--- config.mk ---
export PLATFORM = sky130hd
export DESIGN_NAME = blk_rob_seq
export DESIGN_NICKNAME = d
export VERILOG_FILES = /design/src/rtl/blk_rob_pkg.sv /design/src/rtl/blk_rob_ptr.sv /design/src/rtl/blk_rob_flags.sv /design/src/rtl/blk_rob_mode.sv /design/src/rtl/blk_rob_seq.sv
export SDC_FILE = /design/constraint.sdc
export NUM_CORES = 1
export LEC_CHECK = 0
export BUFFER_PORTS_ARGS = -buffer_cell sky130_fd_sc_hd__buf_2
export CAP_MARGIN = 20
export CORE_MARGIN = 5
export CORE_UTILIZATION = 35
export DETAILED_ROUTE_END_ITERATION = 7
export GPL_ROUTABILITY_DRIVEN = 1
export MAX_ROUTING_LAYER = met4
export RECOVER_POWER = 25
export SLEW_MARGIN = 10
export SYNTH_ARGS = -nofsm -noshare
export SYNTH_HDL_FRONTEND = slang
export SYNTH_SLANG_ARGS = --single-unit
--- constraint.sdc ---
create_clock -name clk -period 3.2 [get_ports clk]
set_clock_uncertainty 0.2 [all_clocks]
set_input_delay 0.16 -clock clk [delete_from_list [all_inputs] [get_ports clk]]
set_output_delay 0.16 -clock clk [all_outputs]
set_load 0.05 [all_outputs]
--- src/rtl/blk_rob_pkg.sv ---
// Shared types of the block reorder sequencer.
// Assumes: event kinds are encoded on two bits as listed below.
package blk_rob_pkg;
    typedef enum logic [1:0] {
        EV_DONE       = 2'b00,
        EV_MISP_EDGE  = 2'b01,
        EV_MISP_INNER = 2'b10,
        EV_FAULT      = 2'b11
    } evt_kind_e;
endpackage

--- src/rtl/blk_rob_ptr.sv ---
// Head, tail and occupancy of the circular block window.
// On a cut, the tail is rebuilt as head + keep and the count as keep minus any
// retirement in the same cycle. Assumes DEPTH is a power of two and that push
// and cut are never raised together.
module blk_rob_ptr #(
    parameter int DEPTH = 8,
    localparam int TAG_W = $clog2(DEPTH),
    localparam int CNT_W = $clog2(DEPTH + 1)
) (
    input  logic             clk,
    input  logic             rst_n,
    input  logic             push_i,
    input  logic             pop_i,
    input  logic             cut_i,
    input  logic [CNT_W-1:0] keep_i,
    output logic [TAG_W-1:0] head_o,
    output logic [TAG_W-1:0] tail_o,
    output logic [CNT_W-1:0] count_o,
    output logic             full_o
);
    logic [TAG_W-1:0] head_q, tail_q;
    logic [CNT_W-1:0] count_q;

    // Advance the pointers on push/pop, or rebuild them on a cut.
    always_ff @(posedge clk) begin
        if (!rst_n) begin
            head_q  <= '0;
            tail_q  <= '0;
            count_q <= '0;
        end else if (cut_i) begin
            head_q  <= head_q + TAG_W'(pop_i);
            tail_q  <= head_q + TAG_W'(keep_i);
            count_q <= keep_i - CNT_W'(pop_i);
        end else begin
            head_q  <= head_q + TAG_W'(pop_i);
            tail_q  <= tail_q + TAG_W'(push_i);
            count_q <= count_q + CNT_W'(push_i) - CNT_W'(pop_i);
        end
    end

    assign head_o  = head_q;
    assign tail_o  = tail_q;
    assign count_o = count_q;
    assign full_o  = (count_q == CNT_W'(DEPTH));
endmodule

--- src/rtl/blk_rob_flags.sv ---
// Per-entry flags: the entry is live (outstanding) and the entry is done.
// An entry is killed by a cut when its distance from the head is at least keep.
// Assumes a push never targets an entry that is live.
module blk_rob_flags #(
    parameter int DEPTH = 8,
    localparam int TAG_W = $clog2(DEPTH),
    localparam int CNT_W = $clog2(DEPTH + 1)
) (
    input  logic             clk,
    input  logic             rst_n,
    input  logic [TAG_W-1:0] head_i,
    input  logic [TAG_W-1:0] tail_i,
    input  logic             push_i,
    input  logic             pop_i,
    input  logic             cut_i,
    input  logic [CNT_W-1:0] keep_i,
    input  logic             mark_i,
    input  logic [TAG_W-1:0] mark_tag_i,
    output logic [DEPTH-1:0] live_o,
    output logic [DEPTH-1:0] done_o
);
    for (genvar i = 0; i < DEPTH; i++) begin : g_ent
        logic [TAG_W-1:0] age;
        logic             killed;
        logic             live_q, done_q;

        // Distance of this entry from the oldest one, and cut membership.
        always_comb begin
            age    = TAG_W'(i) - head_i;
            killed = cut_i && (CNT_W'(age) >= keep_i);
        end

        // Set on allocation, mark done on report, clear on retire or kill.
        always_ff @(posedge clk) begin
            if (!rst_n) begin
                live_q <= 1'b0;
                done_q <= 1'b0;
            end else if (push_i && tail_i == TAG_W'(i)) begin
                live_q <= 1'b1;
                done_q <= 1'b0;
            end else begin
                if (mark_i && mark_tag_i == TAG_W'(i)) done_q <= 1'b1;
                if (killed || (pop_i && head_i == TAG_W'(i))) live_q <= 1'b0;
            end
        end

        assign live_o[i] = live_q;
        assign done_o[i] = done_q;
    end
endmodule

--- src/rtl/blk_rob_mode.sv ---
// Replay-mode state and the registered squash report.
// A fault sets replay mode and wins over a same-cycle replay_done_i. The squash
// report is a one-cycle pulse that follows the cutting event.
module blk_rob_mode #(
    parameter int DEPTH = 8,
    localparam int TAG_W = $clog2(DEPTH)
) (
    input  logic             clk,
    input  logic             rst_n,
    input  logic             fault_take_i,
    input  logic             replay_done_i,
    input  logic             cut_i,
    input  logic [TAG_W-1:0] cut_tag_i,
    output logic             replay_o,
    output logic             sq_valid_o,
    output logic [TAG_W-1:0] sq_tag_o,
    output logic             sq_fault_o
);
    logic             replay_q, sq_valid_q, sq_fault_q;
    logic [TAG_W-1:0] sq_tag_q;

    // Enter replay on a fault, leave it when the fault point is reached.
    always_ff @(posedge clk) begin
        if (!rst_n)              replay_q <= 1'b0;
        else if (fault_take_i)   replay_q <= 1'b1;
        else if (replay_done_i)  replay_q <= 1'b0;
    end

    // Register the squash report for one cycle.
    always_ff @(posedge clk) begin
        if (!rst_n) begin
            sq_valid_q <= 1'b0;
            sq_tag_q   <= '0;
            sq_fault_q <= 1'b0;
        end else begin
            sq_valid_q <= cut_i;
            sq_tag_q   <= cut_i ? cut_tag_i : sq_tag_q;
            sq_fault_q <= cut_i && fault_take_i;
        end
    end

    assign replay_o   = replay_q;
    assign sq_valid_o = sq_valid_q;
    assign sq_tag_o   = sq_tag_q;
    assign sq_fault_o = sq_fault_q;
endmodule

--- src/rtl/blk_rob_seq.sv ---
// Block-granular reorder sequencer top.
// Decodes backend events against the live window, decides retirement of the
// oldest block and the keep length of a cut, and gates allocation.
// Assumes: one event per cycle, DEPTH a power of two.
module blk_rob_seq
    import blk_rob_pkg::*;
#(
    parameter int DEPTH = 8,
    localparam int TAG_W = $clog2(DEPTH),
    localparam int CNT_W = $clog2(DEPTH + 1)
) (
    input  logic             clk,
    input  logic             rst_n,
    input  logic             alloc_valid_i,
    output logic             alloc_ready_o,
    output logic [TAG_W-1:0] alloc_tag_o,
    input  logic             evt_valid_i,
    input  logic [TAG_W-1:0] evt_tag_i,
    input  logic [1:0]       evt_kind_i,
    input  logic             replay_done_i,
    output logic             ret_valid_o,
    output logic [TAG_W-1:0] ret_tag_o,
    output logic             sq_valid_o,
    output logic [TAG_W-1:0] sq_tag_o,
    output logic             sq_fault_o,
    output logic             replay_o
);
    logic [TAG_W-1:0] head, tail, evt_age, cut_tag;
    logic [CNT_W-1:0] count, keep;
    logic [DEPTH-1:0] live, done;
    logic             full, evt_hit, cut, kill_head, retire, push, mark, fault_take;
    evt_kind_e        kind;

    // Classify the incoming event and size the surviving part of the window.
    always_comb begin
        kind       = evt_kind_e'(evt_kind_i);
        evt_hit    = evt_valid_i && live[evt_tag_i];
        evt_age    = evt_tag_i - head;
        cut        = evt_hit && (kind != EV_DONE);
        keep       = (kind == EV_MISP_EDGE) ? CNT_W'(evt_age) + CNT_W'(1) : CNT_W'(evt_age);
        kill_head  = cut && (kind != EV_MISP_EDGE) && (evt_tag_i == head);
        mark       = evt_hit && (kind == EV_DONE || kind == EV_MISP_EDGE);
        fault_take = evt_hit && (kind == EV_FAULT);
        cut_tag    = head + TAG_W'(keep);
    end

    // Retirement of the oldest block and acceptance of a new one.
    always_comb begin
        retire        = live[head] && done[head] && !kill_head;
        alloc_ready_o = !full && !replay_o && !cut;
        push          = alloc_valid_i && alloc_ready_o;
    end

    blk_rob_ptr #(.DEPTH(DEPTH)) u_ptr (
        .clk     (clk),
        .rst_n   (rst_n),
        .push_i  (push),
        .pop_i   (retire),
        .cut_i   (cut),
        .keep_i  (keep),
        .head_o  (head),
        .tail_o  (tail),
        .count_o (count),
        .full_o  (full)
    );

    blk_rob_flags #(.DEPTH(DEPTH)) u_flags (
        .clk        (clk),
        .rst_n      (rst_n),
        .head_i     (head),
        .tail_i     (tail),
        .push_i     (push),
        .pop_i      (retire),
        .cut_i      (cut),
        .keep_i     (keep),
        .mark_i     (mark),
        .mark_tag_i (evt_tag_i),
        .live_o     (live),
        .done_o     (done)
    );

    blk_rob_mode #(.DEPTH(DEPTH)) u_mode (
        .clk           (clk),
        .rst_n         (rst_n),
        .fault_take_i  (fault_take),
        .replay_done_i (replay_done_i),
        .cut_i         (cut),
        .cut_tag_i     (cut_tag),
        .replay_o      (replay_o),
        .sq_valid_o    (sq_valid_o),
        .sq_tag_o      (sq_tag_o),
        .sq_fault_o    (sq_fault_o)
    );

    assign alloc_tag_o = tail;
    assign ret_valid_o = retire;
    assign ret_tag_o   = head;
endmodule

==> results of run 1 <==
## flip-flops by register name, summed over array words and instances (netlist names)
register,flops
u_flags.g_ent.done_q,8
u_flags.g_ent.live_q,8
u_ptr.count_o,4
u_mode.sq_tag_o,3
u_ptr.head_o,3
u_ptr.tail_o,3
u_mode.replay_o,1
u_mode.sq_fault_o,1
u_mode.sq_valid_o,1
## logic make-up (layout without fill, tap and decap cells)
kind of cell	after synthesis	in the layout	share of synthesized area, %
compound gates	60	60	18.16
xor+xnor	12	12	5.045
fa+ha+maj	40	40	22.52
buf+inv	34	75	6.850
flops	32	32	27.19
mux	8	8	4.620
simple gates	74	74	15.61
## per-layer routing
layer | share of wire (%) | up-vias | wire length, µm
li1 | - | 1012 | -
met1 | 47 | 947 | 2880
met3 | 5.2 | 15 | 315
met5 | 0 | - | 0
met4 | 2.1 | 0 | 126
met2 | 45 | 47 | 2763
## layout make-up
cell class | instances | area, µm²
Timing Repair Buffer | 44 | 264.0
Multi-Input combinational cell | 194 | 1627
Sequential cell | 32 | 646.9
Tap cell | 80 | 100.1
Inverter | 23 | 90.09
Clock inverter | 2 | 12.51
Fill cell | 680 | 3847
Clock buffer | 6 | 93.84
## power breakdown
group          leakage (µW)  switching [µW]  internal (µW)  total (µW)
registers          0.000262            25.0            431         456
logic              0.000850             242            145         388
clock network     0.0000523             165            199         364
total               0.00116             432            776        1210
## worst min path at each step
stage | from | endpoint | slack [ns] | cells after the start
finish | evt_kind_i[0] | u_mode.sq_fault_o$_SDFF_PN0_ | 0.03 | 3
global route | evt_kind_i[0] | u_mode.sq_fault_o$_SDFF_PN0_ | 0.05 | 3
detailed placement | u_mode.sq_tag_o[1]$_SDFFE_PN0P_ | u_mode.sq_tag_o[1]$_SDFFE_PN0P_ | 0.25 | 2
global placement | u_mode.sq_tag_o[1]$_SDFFE_PN0P_ | u_mode.sq_tag_o[1]$_SDFFE_PN0P_ | 0.25 | 2
CTS | evt_kind_i[0] | u_mode.sq_fault_o$_SDFF_PN0_ | 0.02 | 3
floorplan | evt_kind_i[1] | u_mode.sq_fault_o$_SDFF_PN0_ | 0.10 | 2
## through the flow
step	hold WS [ns]	TNS, ns	setup slack (ns)
after floorplan	0.1020	-0.2057	-0.08239
after global placement	0.2452	0	0.1735
after detailed placement	0.2534	0	0.08227
after CTS	0.02259	0	0.04222
after global routing	0.04762	0	0.01435
final	0.02632	0	0.2092
## critical path: cells and delay by family (launching register included)
kind | cells | cell delay (ns)
DFF | 1 | 0.39
AOI/OAI and AO/OA | 1 | 0.15
xor gates and xnor gates | 1 | 0.17
adders and majority gates | 3 | 0.71
buffers and inverters | 4 | 0.42
and+or+nand+nor | 2 | 0.23
muxes | 2 | 0.64
## layout by cell type, fill, tap and decap left out, drive strengths merged, types with 3 or more instances in the layout
master,count
inv,22
buf,31
o22ai,6
fa,4
nor2,12
o21ai,3
ha,36
and2,4
o311ai,8
a31oi,4
a21o,3
a21oi,17
nor2b,6
xnor2,9
a22oi,3
nand2,29
a311oi,4
dfxtp,32
clkbuf,17
mux2,3
nor3,8
mux2i,3
nor3b,3
## what timing repair did
action | CTS | global route
gates resized for setup | 0 | 4
endpoints found under the hold margin | 2 | 0
hold buffers | 2 | 0
setup buffers | 0 | 6
endpoints found under the setup margin | 0 | 6
==> results.py, run 1 <==
metrics = {
    "run_status": {
        "outcome": "complete, no violations",
    },
    "worst_setup_path": {
        "crit_end": "u_ptr.count_o[2]$_SDFF_PN0_",
        "cp-start-kind": "flip-flop",
        "max_stage_delay_ns": 0.39,
        "path_class": "reg -> reg",
        "cp_max_fo": 7,
        "timing.rr.start": "u_ptr.head_o[1]$_SDFF_PN0_",
        "path_cells": "clkinvlp_4, buf_4, mux4_2, mux2_4, nor2_4, ha_4, inv_2, ha_4, inv_2, fa_1, xnor2_1, nand2_1, a21oi_1",
        "timing.rr.end": "u_ptr.count_o[2]$_SDFF_PN0_",
        "arrival_ns": 3.00,
        "cp-startpoint": "u_ptr.head_o[1]$_SDFF_PN0_",
        "required_ns": 3.21,
        "cp-end-kind": "flip-flop",
        "cp_slowest_cell": "dfxtp_4",
        "r2r_cells": 13,
        "r2r_slack_ns": 0.21,
    },
    "sta": {
        "finalCritPeriodShare_pct": 93.46,
        "period_minus_slack_ns": 2.991,
        "tightestPinTransition_ns": 0.6696,
        "slew_viol_final": 0,
        "fmax_ghz": 0.3344,
        "relSlewSlack_pct": 54.73,
        "rsz0062_at_grt": "no",
        "setup_viol": 0,
        "hold_violations": 0,
    },
    "global_route": {
        "antenna_found_initial": 0,
        "grt_overflow": 0,
        "track_usage_pct": 15.78,
        "met3_usage_pct": 3.117,
        "grt_pass1_vias": 2065,
        "grtUsageMet2_pct": 24.45,
        "met1_usage_pct": 20.58,
        "grt_pass1_wl_um": 10330,
        "busiest_layer": "met2",
        "grt_max_degree": 23,
    },
    "synthesis": {
        "synth.most_common_cell": "ha_1",
        "synthCells": 260,
        "yosys.area.top_type": "dfxtp_1",
        "synth_area_leaders": "dfxtp_1, ha_1, nand2_1, a21oi_1, inv_1",
        "synth_seq_area_share_pct": 27.19,
        "synth_cell_types": 51,
        "syn_nets": 310,
        "syn_area_um2": 2356,
        "ys.flop_type": "dfxtp_1",
        "ys_seq_elements": 32,
        "synth.avg_cell_area_um2": 9.062,
        "yosys-top-cells-count": "ha_1, dfxtp_1, nand2_1",
        "postSynth.asyncResetShare_pct": 0,
        "ys_warn_count": 0,
        "synth_edf_count": 0,
        "yosysTopAreaCellShare_pct": 27.19,
    },
    "drt": {
        "drt_first_pass_iters": 4,
        "drtAntennaViolNets": 0,
        "drt-initial-drc-count": 133,
        "drc": 0,
        "num_vias": 2021,
        "routed_wl_um": 6086,
        "routedWlPerCell_um": 15.97,
        "viasPerCell": 5.304,
    },
    "clock_network": {
        "cts.path.max_buffers": 2,
        "numCtsBuffers": 5,
        "insertion_delay_ns": 0.29,
        "cts-root-buf": "clkbuf_8",
        "htreeDepth": 2,
        "path_clk_slew_ns": 0.07,
        "clkSinkCount": 32,
        "cts_tree": "done",
    },
    "floorplan": {
        "initial_core_util_pct": 35.26,
        "die_h_um": 92.05,
        "coreArea_um2": 6681,
        "core.rowCount": 30,
        "die_x_um": 92.05,
        "die_area_um2": 8472,
        "pin_count": 24,
    },
    "layout": {
        "final_cells": 381,
        "postLayoutCoreUtil_pct": 42.42,
        "areaGrowthSynthToFinish_pct": 20.29,
        "antenna_cells": 0,
        "drive_gt1_share_pct": 21.26,
        "finalNetCount": 350,
        "fin_area_um2": 2834,
    },
    "job": {
        "maxCapViolations": 0,
    },
    "power": {
        "leakage_uw": 0.001164,
        "ir_drop_v": 0.0003365,
        "total_power_uw": 1208,
        "p_per_area_nw_per_um2": 426.1,
    },
    "hold_path": {
        "hold_class": "in -> reg",
    },
    "placement": {
        "dp_hpwl_um": 4802,
        "placed_area_um2": 2661,
        "dp.cells": 365,
        "gp_congestion": 0.8984,
        "portBuffers": 23,
    },
}
No activity file was read; power rests on OpenSTA's default activity.
==> inputs of run 2 (changes only) <==
Settings changed: CORE_ASPECT_RATIO set to 2.
==> run 2 against run 1 <==
Against the previous run:
- combinational power about the same
- die area increased by 1.2%
- maximum frequency decreased by 1.5%
- global-route usage increased by 1.7 points
- worst hold slack got worse by 0.015 ns
- clock power increased by 51%
- first-iteration DRC count decreased by 30%
- worst setup slack got worse by 0.047 ns
- utilization increased by 0.84 points
- critical path type unchanged
- sequential share of layout area about the same
- clock-buffer cell count unchanged
- critical path depth decreased by 2
==> results.py, run 2 (synthesis results as in run 1) <==
metrics = {
    "layout": {
        "areaGrowthSynthToFinish_pct": 20.61,
        "final_common_cell": "ha_1",
        "drive_gt1_share_pct": 19.05,
        "antenna_cells": 0,
        "nFillCells": 684,
        "layout_common_cells": "ha_1, dfxtp_1, nand2_1",
        "finalNetCount": 343,
    },
    "floorplan": {
        "initial_core_util_pct": 35.87,
        "pin_count": 24,
        "die_area_um2": 8572,
        "core.rowCount": 42,
        "coreArea_um2": 6569,
        "die_h_um": 126.0,
        "die_x_um": 68.02,
    },
    "sta": {
        "fmax_ghz": 0.3292,
        "hold_violations": 0,
        "setup_viol": 0,
        "period_minus_slack_ns": 3.037,
        "setup_tns_ns": 0,
        "relSlewSlack_pct": 52.25,
        "finalCritPeriodShare_pct": 94.92,
        "slew_viol_final": 0,
        "tightestPinTransition_ns": 0.7062,
        "hold_ws_ns": 0.01162,
        "rsz0062_at_grt": "no",
    },
    "worst_setup_path": {
        "max_stage_delay_ns": 0.46,
        "cp_slowest_cell": "fa_1",
        "cp-end-kind": "flip-flop",
        "timing.rr.start": "u_ptr.head_o[0]$_SDFF_PN0_",
        "required_ns": 3.15,
        "timing.rr.end": "u_flags.g_ent[3].live_q$_SDFFE_PN0P_",
        "cp_max_fo": 9,
        "cpLargestDelayFamily": "adder cells",
        "path_cells": "ha_1, inv_1, fa_1, ha_1, mux2i_4, inv_2, fa_1, o21ai_0, a21oi_1, o311ai_1, o22ai_1",
        "arrival_ns": 2.99,
        "r2r_cells": 11,
        "cp-start-kind": "flip-flop",
        "r2r_slack_ns": 0.16,
        "cp.buffers_inverters": 2,
        "path_class": "reg -> reg",
    },
    "clock_network": {
        "path_clk_slew_ns": 0.06,
        "numCtsBuffers": 5,
        "cts.repair_timing.setup_buffer_count": 0,
        "cts-root-buf": "clkbuf_16",
        "htreeDepth": 2,
        "cts.path.max_buffers": 2,
        "clkSinkCount": 32,
        "insertion_delay_ns": 0.28,
        "cts_tree": "done",
    },
    "drt": {
        "drt-initial-drc-count": 93,
        "drc": 0,
        "drt_first_pass_iters": 4,
        "met1_length_um": 2336,
        "viasPerCell": 5.228,
        "routedWlPerCell_um": 17.88,
        "num_vias": 1997,
        "route.met2.wl_um": 4015,
        "routed_wl_um": 6831,
        "highest_layer": "met4",
        "drtAntennaViolNets": 0,
        "met3_wirelength_um": 132,
    },
    "power": {
        "p_per_area_nw_per_um2": 491.4,
        "leakage_uw": 0.001158,
        "ir_drop_v": 0.0003384,
        "total_power_uw": 1396,
    },
    "global_route": {
        "grt_overflow": 0,
        "grt_pass1_vias": 2156,
        "track_usage_pct": 17.50,
        "antenna_found_initial": 0,
        "grt_pass1_wl_um": 10650,
        "grt_max_degree": 23,
    },
    "placement": {
        "portBuffers": 23,
        "gp_congestion": 0.8689,
        "dp_hpwl_um": 5594,
    },
    "hold_path": {
        "hold_class": "in -> reg",
        "hold_depth": 3,
        "hold_path_startpoint": "alloc_valid_i",
        "min_to": "u_flags.g_ent[7].done_q$_SDFFE_PP0P_",
    },
    "run_status": {
        "outcome": "complete, no violations",
    },
    "job": {
        "maxCapViolations": 0,
    },
}
[run 2: per-layer routing]
metal	GRT usage, %	up-vias
met2	32.76	42
met3	2.674	26
met4	9.613	0
li1	-	994
met5	-	-
met1	15.57	935
[run 2: cell type report]
cell class / instances / area, µm² / share of cell area, %
sequential: 32 / 649.4 / 22.85
multi-input combinational: 194 / 1619 / 56.98
tap: 88 / 110.1 / 3.875
inverter: 23 / 90.09 / 3.170
clock inverter: 2 / 35.03 / 1.233
clock buffer: 6 / 128.9 / 4.535
timing repair buffer: 37 / 209.0 / 7.354
[run 2: worst max path at each step]
stage	startpoint	endpoint	slack [ns]	cells past startpoint
final	u_ptr.head_o[0]$_SDFF_PN0_	u_flags.g_ent[3].live_q$_SDFFE_PN0P_	0.16	11
after global routing	u_ptr.head_o[0]$_SDFF_PN0_	u_flags.g_ent[3].live_q$_SDFFE_PN0P_	0.02	11
after CTS	u_ptr.head_o[0]$_SDFF_PN0_	u_flags.g_ent[3].live_q$_SDFFE_PN0P_	0.11	11
after detailed placement	u_ptr.head_o[0]$_SDFF_PN0_	u_flags.g_ent[3].live_q$_SDFFE_PN0P_	0.12	11
after global placement	u_ptr.head_o[0]$_SDFF_PN0_	u_flags.g_ent[3].live_q$_SDFFE_PN0P_	0.22	11
after floorplan	u_ptr.head_o[1]$_SDFF_PN0_	u_ptr.count_o[1]$_SDFF_PN0_	-0.08	11
[run 2: per-stage QoR]
stage | setup slack, ns | util, % | std cells | instance area [µm²]
after CTS | 0.1106 | 43.31 | 382 | 2845
after global placement | 0.2237 | 40.67 | 373 | 2671
after detailed placement | 0.1157 | 40.67 | 373 | 2671
after floorplan | -0.08239 | - | 260 | 2424
after global routing | 0.01967 | 43.26 | 382 | 2841
final | 0.1626 | 43.26 | 382 | 2841
[run 2: tightest hold or removal path, cell delays in order]
cell	delay [ns]
buf_2	0.11
nand2_1	0.05
o31a_1	0.13
[run 2: timing repair]
item                                    in CTS  in global routing
endpoints found under the setup margin       0                  4
endpoints found under the hold margin        1                  0
gates resized for setup                      0                  4
hold buffers                                 1                  0
[run 2: report_power, final]
group / total (µW) / internal, µW / switching [µW]
logic: 391 / 145 / 246
clock network: 549 / 366 / 183
registers: 456 / 431 / 25.2
total: 1400 / 942 / 454
